<file path="src/rtl/cst_pkg.sv">
`timescale 1ns/1ps
package cst_pkg;

    typedef enum logic [2:0] {
        ST_IDLE,
        ST_PRE,
        ST_SHIN,
        ST_CAPT,
        ST_SHOUT,
        ST_POST,
        ST_DONE
    } cst_state_e;

    localparam int unsigned N_STEPS   = 7;
    localparam int unsigned STEP_W    = 3;
    // quiesce steps 0..3, restore steps 4..6
    localparam logic [2:0]  LAST_PRE   = 3'd3;
    localparam logic [2:0]  FIRST_POST = 3'd4;
    localparam logic [2:0]  LAST_POST  = 3'd6;

    localparam logic [1:0]  BANK_STIM = 2'd0;
    localparam logic [1:0]  BANK_EXP  = 2'd1;
    localparam logic [1:0]  BANK_CARE = 2'd2;

endpackage

</file>
<file path="src/rtl/cst_pattern_buf.sv">
`timescale 1ns/1ps
module cst_pattern_buf #(
    parameter int unsigned SCAN_LEN = 256,
    parameter int unsigned WORD_W   = 32,
    localparam int unsigned N_WORDS = SCAN_LEN / WORD_W,
    localparam int unsigned WA_W    = (N_WORDS > 1) ? $clog2(N_WORDS) : 1,
    localparam int unsigned IDX_W   = (SCAN_LEN > 1) ? $clog2(SCAN_LEN) : 1
) (
    input  logic              clk,
    input  logic              rst_n,
    input  logic              we_i,
    input  logic [1:0]        bank_i,
    input  logic [WA_W-1:0]   addr_i,
    input  logic [WORD_W-1:0] wdata_i,
    input  logic [IDX_W-1:0]  rd_idx_i,
    output logic              stim_o,
    output logic              exp_o,
    output logic              care_o
);

    localparam int unsigned N_BANKS = 3;

    logic [N_BANKS-1:0] rd_bits;

    for (genvar b = 0; b < N_BANKS; b++) begin : g_bank
        logic [SCAN_LEN-1:0] vec_d, vec_q;

        always_comb begin
            vec_d = vec_q;
            if (we_i && (bank_i == 2'(b)) && (int'(addr_i) < N_WORDS)) begin
                vec_d[int'(addr_i)*WORD_W +: WORD_W] = wdata_i;
            end
        end

        always_ff @(posedge clk or negedge rst_n) begin
            if (!rst_n) vec_q <= '0;
            else        vec_q <= vec_d;
        end

        assign rd_bits[b] = vec_q[rd_idx_i];
    end

    assign stim_o = rd_bits[cst_pkg::BANK_STIM];
    assign exp_o  = rd_bits[cst_pkg::BANK_EXP];
    assign care_o = rd_bits[cst_pkg::BANK_CARE];

endmodule

</file>
<file path="src/rtl/cst_ack_timer.sv">
`timescale 1ns/1ps
module cst_ack_timer #(
    parameter int unsigned LIMIT = 1024,
    localparam int unsigned CNT_W = (LIMIT > 1) ? $clog2(LIMIT) : 1
) (
    input  logic clk,
    input  logic rst_n,
    input  logic clear_i,
    input  logic run_i,
    output logic expired_o
);

    logic [CNT_W-1:0] cnt_d, cnt_q;

    // expired on the LIMIT-th cycle of waiting in one phase
    assign expired_o = run_i && (cnt_q == CNT_W'(LIMIT - 1));

    always_comb begin
        cnt_d = cnt_q;
        if (clear_i)                cnt_d = '0;
        else if (run_i && !expired_o) cnt_d = cnt_q + 1'b1;
    end

    always_ff @(posedge clk or negedge rst_n) begin
        if (!rst_n) cnt_q <= '0;
        else        cnt_q <= cnt_d;
    end

endmodule

</file>
<file path="src/rtl/core_selftest_seq.sv">
`timescale 1ns/1ps
module core_selftest_seq #(
    parameter int unsigned NUM_CORES   = 8,
    parameter int unsigned SCAN_LEN    = 256,
    parameter int unsigned WORD_W      = 32,
    parameter int unsigned ACK_TIMEOUT = 1024,
    localparam int unsigned CORE_W  = (NUM_CORES > 1) ? $clog2(NUM_CORES) : 1,
    localparam int unsigned N_WORDS = SCAN_LEN / WORD_W,
    localparam int unsigned WA_W    = (N_WORDS > 1) ? $clog2(N_WORDS) : 1,
    localparam int unsigned IDX_W   = (SCAN_LEN > 1) ? $clog2(SCAN_LEN) : 1
) (
    input  logic                 clk,
    input  logic                 rst_n,
    input  logic                 start_i,
    input  logic [CORE_W-1:0]    core_sel_i,
    output logic                 busy_o,
    output logic [NUM_CORES-1:0] target_core_o,
    output logic [6:0]           step_req_o,
    input  logic [6:0]           step_ack_i,
    output logic                 scan_en_o,
    output logic                 scan_si_o,
    output logic                 capture_o,
    input  logic                 scan_so_i,
    input  logic                 buf_we_i,
    input  logic [1:0]           buf_bank_i,
    input  logic [WA_W-1:0]      buf_addr_i,
    input  logic [WORD_W-1:0]    buf_wdata_i,
    output logic                 done_o,
    output logic                 pass_o,
    output logic                 timeout_o
);
    import cst_pkg::*;

    localparam logic [IDX_W-1:0] IDX_LAST = IDX_W'(SCAN_LEN - 1);

    typedef struct packed {
        cst_state_e        state;
        logic [STEP_W-1:0] step;
        logic              ph_lo;   // 0: waiting ack high, 1: waiting ack low
        logic [IDX_W-1:0]  idx;
        logic              fail;
        logic              tout;
        logic [CORE_W-1:0] core;
    } seq_regs_t;

    seq_regs_t r_d, r_q;

    logic stim_bit, exp_bit, care_bit;
    logic tmr_clear, tmr_run, tmr_expired;
    logic ack_sel, step_fin, step_abort;

    cst_pattern_buf #(
        .SCAN_LEN (SCAN_LEN),
        .WORD_W   (WORD_W)
    ) u_buf (
        .clk      (clk),
        .rst_n    (rst_n),
        .we_i     (buf_we_i),
        .bank_i   (buf_bank_i),
        .addr_i   (buf_addr_i),
        .wdata_i  (buf_wdata_i),
        .rd_idx_i (r_q.idx),
        .stim_o   (stim_bit),
        .exp_o    (exp_bit),
        .care_o   (care_bit)
    );

    cst_ack_timer #(
        .LIMIT (ACK_TIMEOUT)
    ) u_tmr (
        .clk       (clk),
        .rst_n     (rst_n),
        .clear_i   (tmr_clear),
        .run_i     (tmr_run),
        .expired_o (tmr_expired)
    );

    assign tmr_run = (r_q.state == ST_PRE) || (r_q.state == ST_POST);

    always_comb begin
        r_d        = r_q;
        ack_sel    = step_ack_i[r_q.step];
        step_fin   = 1'b0;
        step_abort = 1'b0;

        unique case (r_q.state)
            ST_IDLE: begin
                if (start_i) begin
                    r_d.state = ST_PRE;
                    r_d.step  = '0;
                    r_d.ph_lo = 1'b0;
                    r_d.idx   = '0;
                    r_d.fail  = 1'b0;
                    r_d.tout  = 1'b0;
                    r_d.core  = core_sel_i;
                end
            end

            ST_PRE, ST_POST: begin
                if (!r_q.ph_lo && ack_sel)      r_d.ph_lo = 1'b1;
                else if (r_q.ph_lo && !ack_sel) step_fin  = 1'b1;
                else if (tmr_expired)           step_abort = 1'b1;

                if (step_abort) r_d.tout = 1'b1;

                if (step_abort && (r_q.state == ST_PRE)) begin
                    r_d.state = ST_POST;
                    r_d.step  = FIRST_POST;
                    r_d.ph_lo = 1'b0;
                end else if (step_fin || step_abort) begin
                    r_d.ph_lo = 1'b0;
                    if ((r_q.state == ST_PRE) && (r_q.step == LAST_PRE)) begin
                        r_d.state = ST_SHIN;
                        r_d.idx   = '0;
                    end else if ((r_q.state == ST_POST) && (r_q.step == LAST_POST)) begin
                        r_d.state = ST_DONE;
                    end else begin
                        r_d.step = r_q.step + 1'b1;
                    end
                end
            end

            ST_SHIN: begin
                if (r_q.idx == IDX_LAST) begin
                    r_d.state = ST_CAPT;
                    r_d.idx   = '0;
                end else begin
                    r_d.idx = r_q.idx + 1'b1;
                end
            end

            ST_CAPT: begin
                r_d.state = ST_SHOUT;
            end

            ST_SHOUT: begin
                if (care_bit && (scan_so_i != exp_bit)) r_d.fail = 1'b1;
                if (r_q.idx == IDX_LAST) begin
                    r_d.state = ST_POST;
                    r_d.step  = FIRST_POST;
                    r_d.ph_lo = 1'b0;
                    r_d.idx   = '0;
                end else begin
                    r_d.idx = r_q.idx + 1'b1;
                end
            end

            ST_DONE: begin
                r_d.state = ST_IDLE;
            end

            default: r_d.state = ST_IDLE;
        endcase

        // restart the watchdog whenever a handshake phase changes
        tmr_clear = (r_d.state != r_q.state) || (r_d.step != r_q.step) ||
                    (r_d.ph_lo != r_q.ph_lo);
    end

    always_ff @(posedge clk or negedge rst_n) begin
        if (!rst_n) begin
            r_q.state <= ST_IDLE;
            r_q.step  <= '0;
            r_q.ph_lo <= 1'b0;
            r_q.idx   <= '0;
            r_q.fail  <= 1'b0;
            r_q.tout  <= 1'b0;
            r_q.core  <= '0;
        end else begin
            r_q <= r_d;
        end
    end

    assign busy_o        = (r_q.state != ST_IDLE);
    assign target_core_o = busy_o ? (NUM_CORES'(1) << r_q.core) : '0;
    assign step_req_o    = (tmr_run && !r_q.ph_lo) ? (7'(1) << r_q.step) : '0;
    assign scan_en_o     = (r_q.state == ST_SHIN) || (r_q.state == ST_SHOUT);
    assign scan_si_o     = (r_q.state == ST_SHIN) ? stim_bit : 1'b0;
    assign capture_o     = (r_q.state == ST_CAPT);
    assign done_o        = (r_q.state == ST_DONE);
    assign pass_o        = done_o && !r_q.fail && !r_q.tout;
    assign timeout_o     = done_o && r_q.tout;

endmodule

</file>
<file path="config.mk">
export PLATFORM = sky130hd
export DESIGN_NAME = core_selftest_seq
export DESIGN_NICKNAME = d
export VERILOG_FILES = /design/src/rtl/cst_pkg.sv /design/src/rtl/cst_pattern_buf.sv /design/src/rtl/cst_ack_timer.sv /design/src/rtl/core_selftest_seq.sv
export SDC_FILE = /design/constraint.sdc
export NUM_CORES = 1
export LEC_CHECK = 0
export ABC_AREA = 1
export BUFFER_PORTS_ARGS = -buffer_cell sky130_fd_sc_hd__buf_2
export CAP_MARGIN = 25
export CELL_PAD_IN_SITES_DETAIL_PLACEMENT = 1
export CELL_PAD_IN_SITES_GLOBAL_PLACEMENT = 2
export CORE_UTILIZATION = 25
export CTS_BUF_LIST = sky130_fd_sc_hd__clkbuf_16
export CTS_CLUSTER_SIZE = 16
export DETAILED_ROUTE_END_ITERATION = 7
export PLACE_DENSITY = 0.55
export SYNTH_ARGS = -nofsm -noshare
export SYNTH_HDL_FRONTEND = slang
export SYNTH_HIERARCHICAL = 1
export SYNTH_SLANG_ARGS = --single-unit
</file>
<file path="constraint.sdc">
create_clock -name clk -period 6.8 [get_ports clk]
set_input_delay 0.34 -clock clk [delete_from_list [all_inputs] [get_ports clk]]
set_output_delay 0.34 -clock clk [all_outputs]
set_load 0.05 [all_outputs]
</file>
==> out/qor.csv <==
metric,value,unit
status,"complete, no violations",
Final Hold Vio Count,0,
Chip Width,392,µm
largest net degree at the start of global routing,143,
Critical Path End Type,primary output,
buffers plus inverters on the worst setup path,5,
dpl cells,6725,
TNS Setup,0,ns
initial antenna violation count,4,
"slowest stage delay, CP",0.64,ns
Fin Hold WS,0.0540,ns
multi-input logic area,15800,µm²
crit path DAT,4.37,ns
Min-Delay Path Class,in2reg,
Final Power,15.2,mW
RSZ-0062 raised after global routing,no,
syn nets,4946,
# rows,142,
min cycle time layout,4.71,ns
final wirelength,151000,µm
worst vdd ir,223,µV
Avg WL per Cell,21.7,µm
vias per cell,4.73,
Power Density,346,nW/µm²
IO buf count,73,
# DRC,0,
register area share after synthesis,52.4,%
Worst slew margin,33.8,%
Final setup viols,0,
most frequent cell after synthesis,nand2_1,
Worst path top cell family by delay,buffers and inverters,
Total GRT Usage,19.9,%
clk_skew,0.0127,ns
syn_area_per_cell,7.81,µm²
core area,151000,µm²
ys async rst share,100,%
Clock Pin Slew Worst Setup and Hold Paths,0.06,ns
"Slew Viols, Final",0,
total gr overflow,0,
Placed Area,40500,µm²
Synth Instances,4884,
worst-path cell chain,inv_8 -> buf_4 -> buf_4 -> nand2_1 -> nand3_1 -> nand3_1 -> nand3_1 -> nand3_1 -> nand2_1 -> nand2_1 -> nand3_1 -> nand3_1 -> nand2_1 -> inv_1 -> nor2_1 -> buf_2,
H-tree depth,3,
die area,154000,µm²
Setup Buffers After CTS,0,
antenna-violating nets left,0,
clock root cell,clkbuf_16,
1st-pass router iterations,5,
CTS tree,yes,
Final Cell Area,43900,µm²
Setup WS pre-CTS,2.68,ns
setup ws final,2.09,ns
Seq cells post-synth,798,
"top cells by count, synth","1717 x nand2_1, 798 x dfrtp_1, 779 x nand3_1",
Clock Sinks,798,
max frequency,212,MHz
share of cells above drive strength 1,8.25,%
Synth area leader,dfrtp_1,
boundary pin count,74,
first-pass GRT wire length,231000,µm
max_cap viols,0,
CP Launch Type,flop,
latest clock arrival within the worst-skew pair,0.70,ns
Leak Pwr,19.4,nW
Cell variety after synth,39,
Post-synth top flop,dfrtp_1,
fillers,18100,
Final nets,4890,
Least-Margin Pin Slew,0.992,ns
maximum fanout along the worst path,73,
Post-synth EDFFs,0,
cell mode on critical path,nand3_1,
"Core Util, Final",29.1,%
Area growth syn-to-layout,15.1,%
Finished Layout Cells,6926,
Sequential Area,20000,µm²
synthesized area,38100,µm²
yosys warns,6,
Worst Setup Path Type,reg2out,
slowest stage cell on the critical path,dfrtp_4,
initial DRC count,2061,
number of global-route vias before repair,34200,
Max Buffers Root-to-Sink,3,
Die Span Y,392,µm
DR vias,32800,
Final period util,69.3,%
"top cells by area, synth","dfrtp_1 52%, nand2_1 17%, nand3_1 10%",
Synth top area share,52.4,%
RD Place Congestion,0.758,
HPWL after DPL,95500,µm
CTS Buf Count,105,
CP required,6.46,ns
initial core utilization,25.3,%
## flip-flops by register name (all words and copies together), names as in the netlist
register            cells
u_tmr/cnt_q            10
u_buf/g_bank.vec_q    768
r_q                    20
## worst min-delay path, delay by kind of cell
kind | cells | cell delay (ns)
AOI/OAI and AO/OA | 1 | 0.16
buffers and inverters | 2 | 0.22
## logic make-up (layout without fill, tap and decap cells)
family / count (synthesis) / count (layout) / share of synthesized area [%]
XOR/XNOR: 10 / 10 / 0.230
adder cells (fa/ha/maj): 10 / 10 / 0.328
AND/OR/NAND/NOR: 2716 / 2716 / 30.1
flip-flops: 798 / 798 / 52.4
AO/OA/AOI/OAI: 792 / 792 / 10.7
other: 0 / 1 / 0
buffers and inverters: 558 / 583 / 6.22
## final timing paths
kind | slack, ns | end | cells past startpoint | startpoint
worst max-delay path | 2.09 | scan_si_o | 16 | r_q[5]$_DFFE_PN0P_
worst min-delay path | 0.05 | u_buf/g_bank[2].vec_q[11]$_DFFE_PN0P_ | 3 | buf_wdata_i[11]
worst max register to register | 3.07 | u_tmr/cnt_q[5]$_DFFE_PN0P_ | 21 | r_q[6]$_DFFE_PN0P_
worst min register to register | 0.48 | u_buf/g_bank[0].vec_q[141]$_DFFE_PN0P_ | 2 | u_buf/g_bank[0].vec_q[141]$_DFFE_PN0P_
max in group asynchronous | 4.95 | r_q[3]$_DFFE_PN0P_ | 4 | rst_n
min in group asynchronous | 0.23 | u_buf/g_bank[2].vec_q[47]$_DFFE_PN0P_ | 2 | rst_n
## routing by layer
metal	track usage (%)	vias to the layer above	share of wire, %	wire, µm
li1	-	15800	-	-
met1	28.1	16400	49	73100
met2	32.2	401	46	69900
met3	2.50	154	2.8	4260
met4	4.78	0	2.2	3380
met5	0	-	0	0
## power breakdown
group	leakage [nW]	internal [mW]	switching, mW
Clock	1.69	3.08	2.26
Combinational	6.75	1.12	3.17
Sequential	10.9	5.18	0.377
## area by class of cell
class                           count  share of cell area, %
Clock inverter                     81                   1.25
Inverter                          232                   2.05
Clock buffer                      107                   6.10
Tap cell                         2016                   5.75
Sequential cell                   798                   45.6
Antenna cell                        1                0.00571
Multi-Input combinational cell   3528                   36.0
Timing Repair Buffer              163                   3.30
## placed cells by master, fill, tap and decap left out, types with 7 or more instances in the layout
cell type	n
nand2_1	1716
dfrtp_1	794
nand3_1	779
o21ai_0	583
inv_1	225
o21ai_1	166
nor2_1	144
clkbuf_16	107
buf_2	72
buf_4	50
buf_12	26
clkinv_1	25
o21ai_2	25
inv_2	24
nand2_2	23
clkinv_2	22
nor3_1	21
dlygate4sd3_1	12
ha_1	10
nor2_2	9
a21oi_1	8
xor2_1	8
nor2_4	7
bufinv_16	7
## repair_timing
action                    in CTS  in global routing
gates resized for setup        0                  0
hold buffers                  12                  0
hold endpoints to repair      95                  0
(Power assumes the default switching activity.)
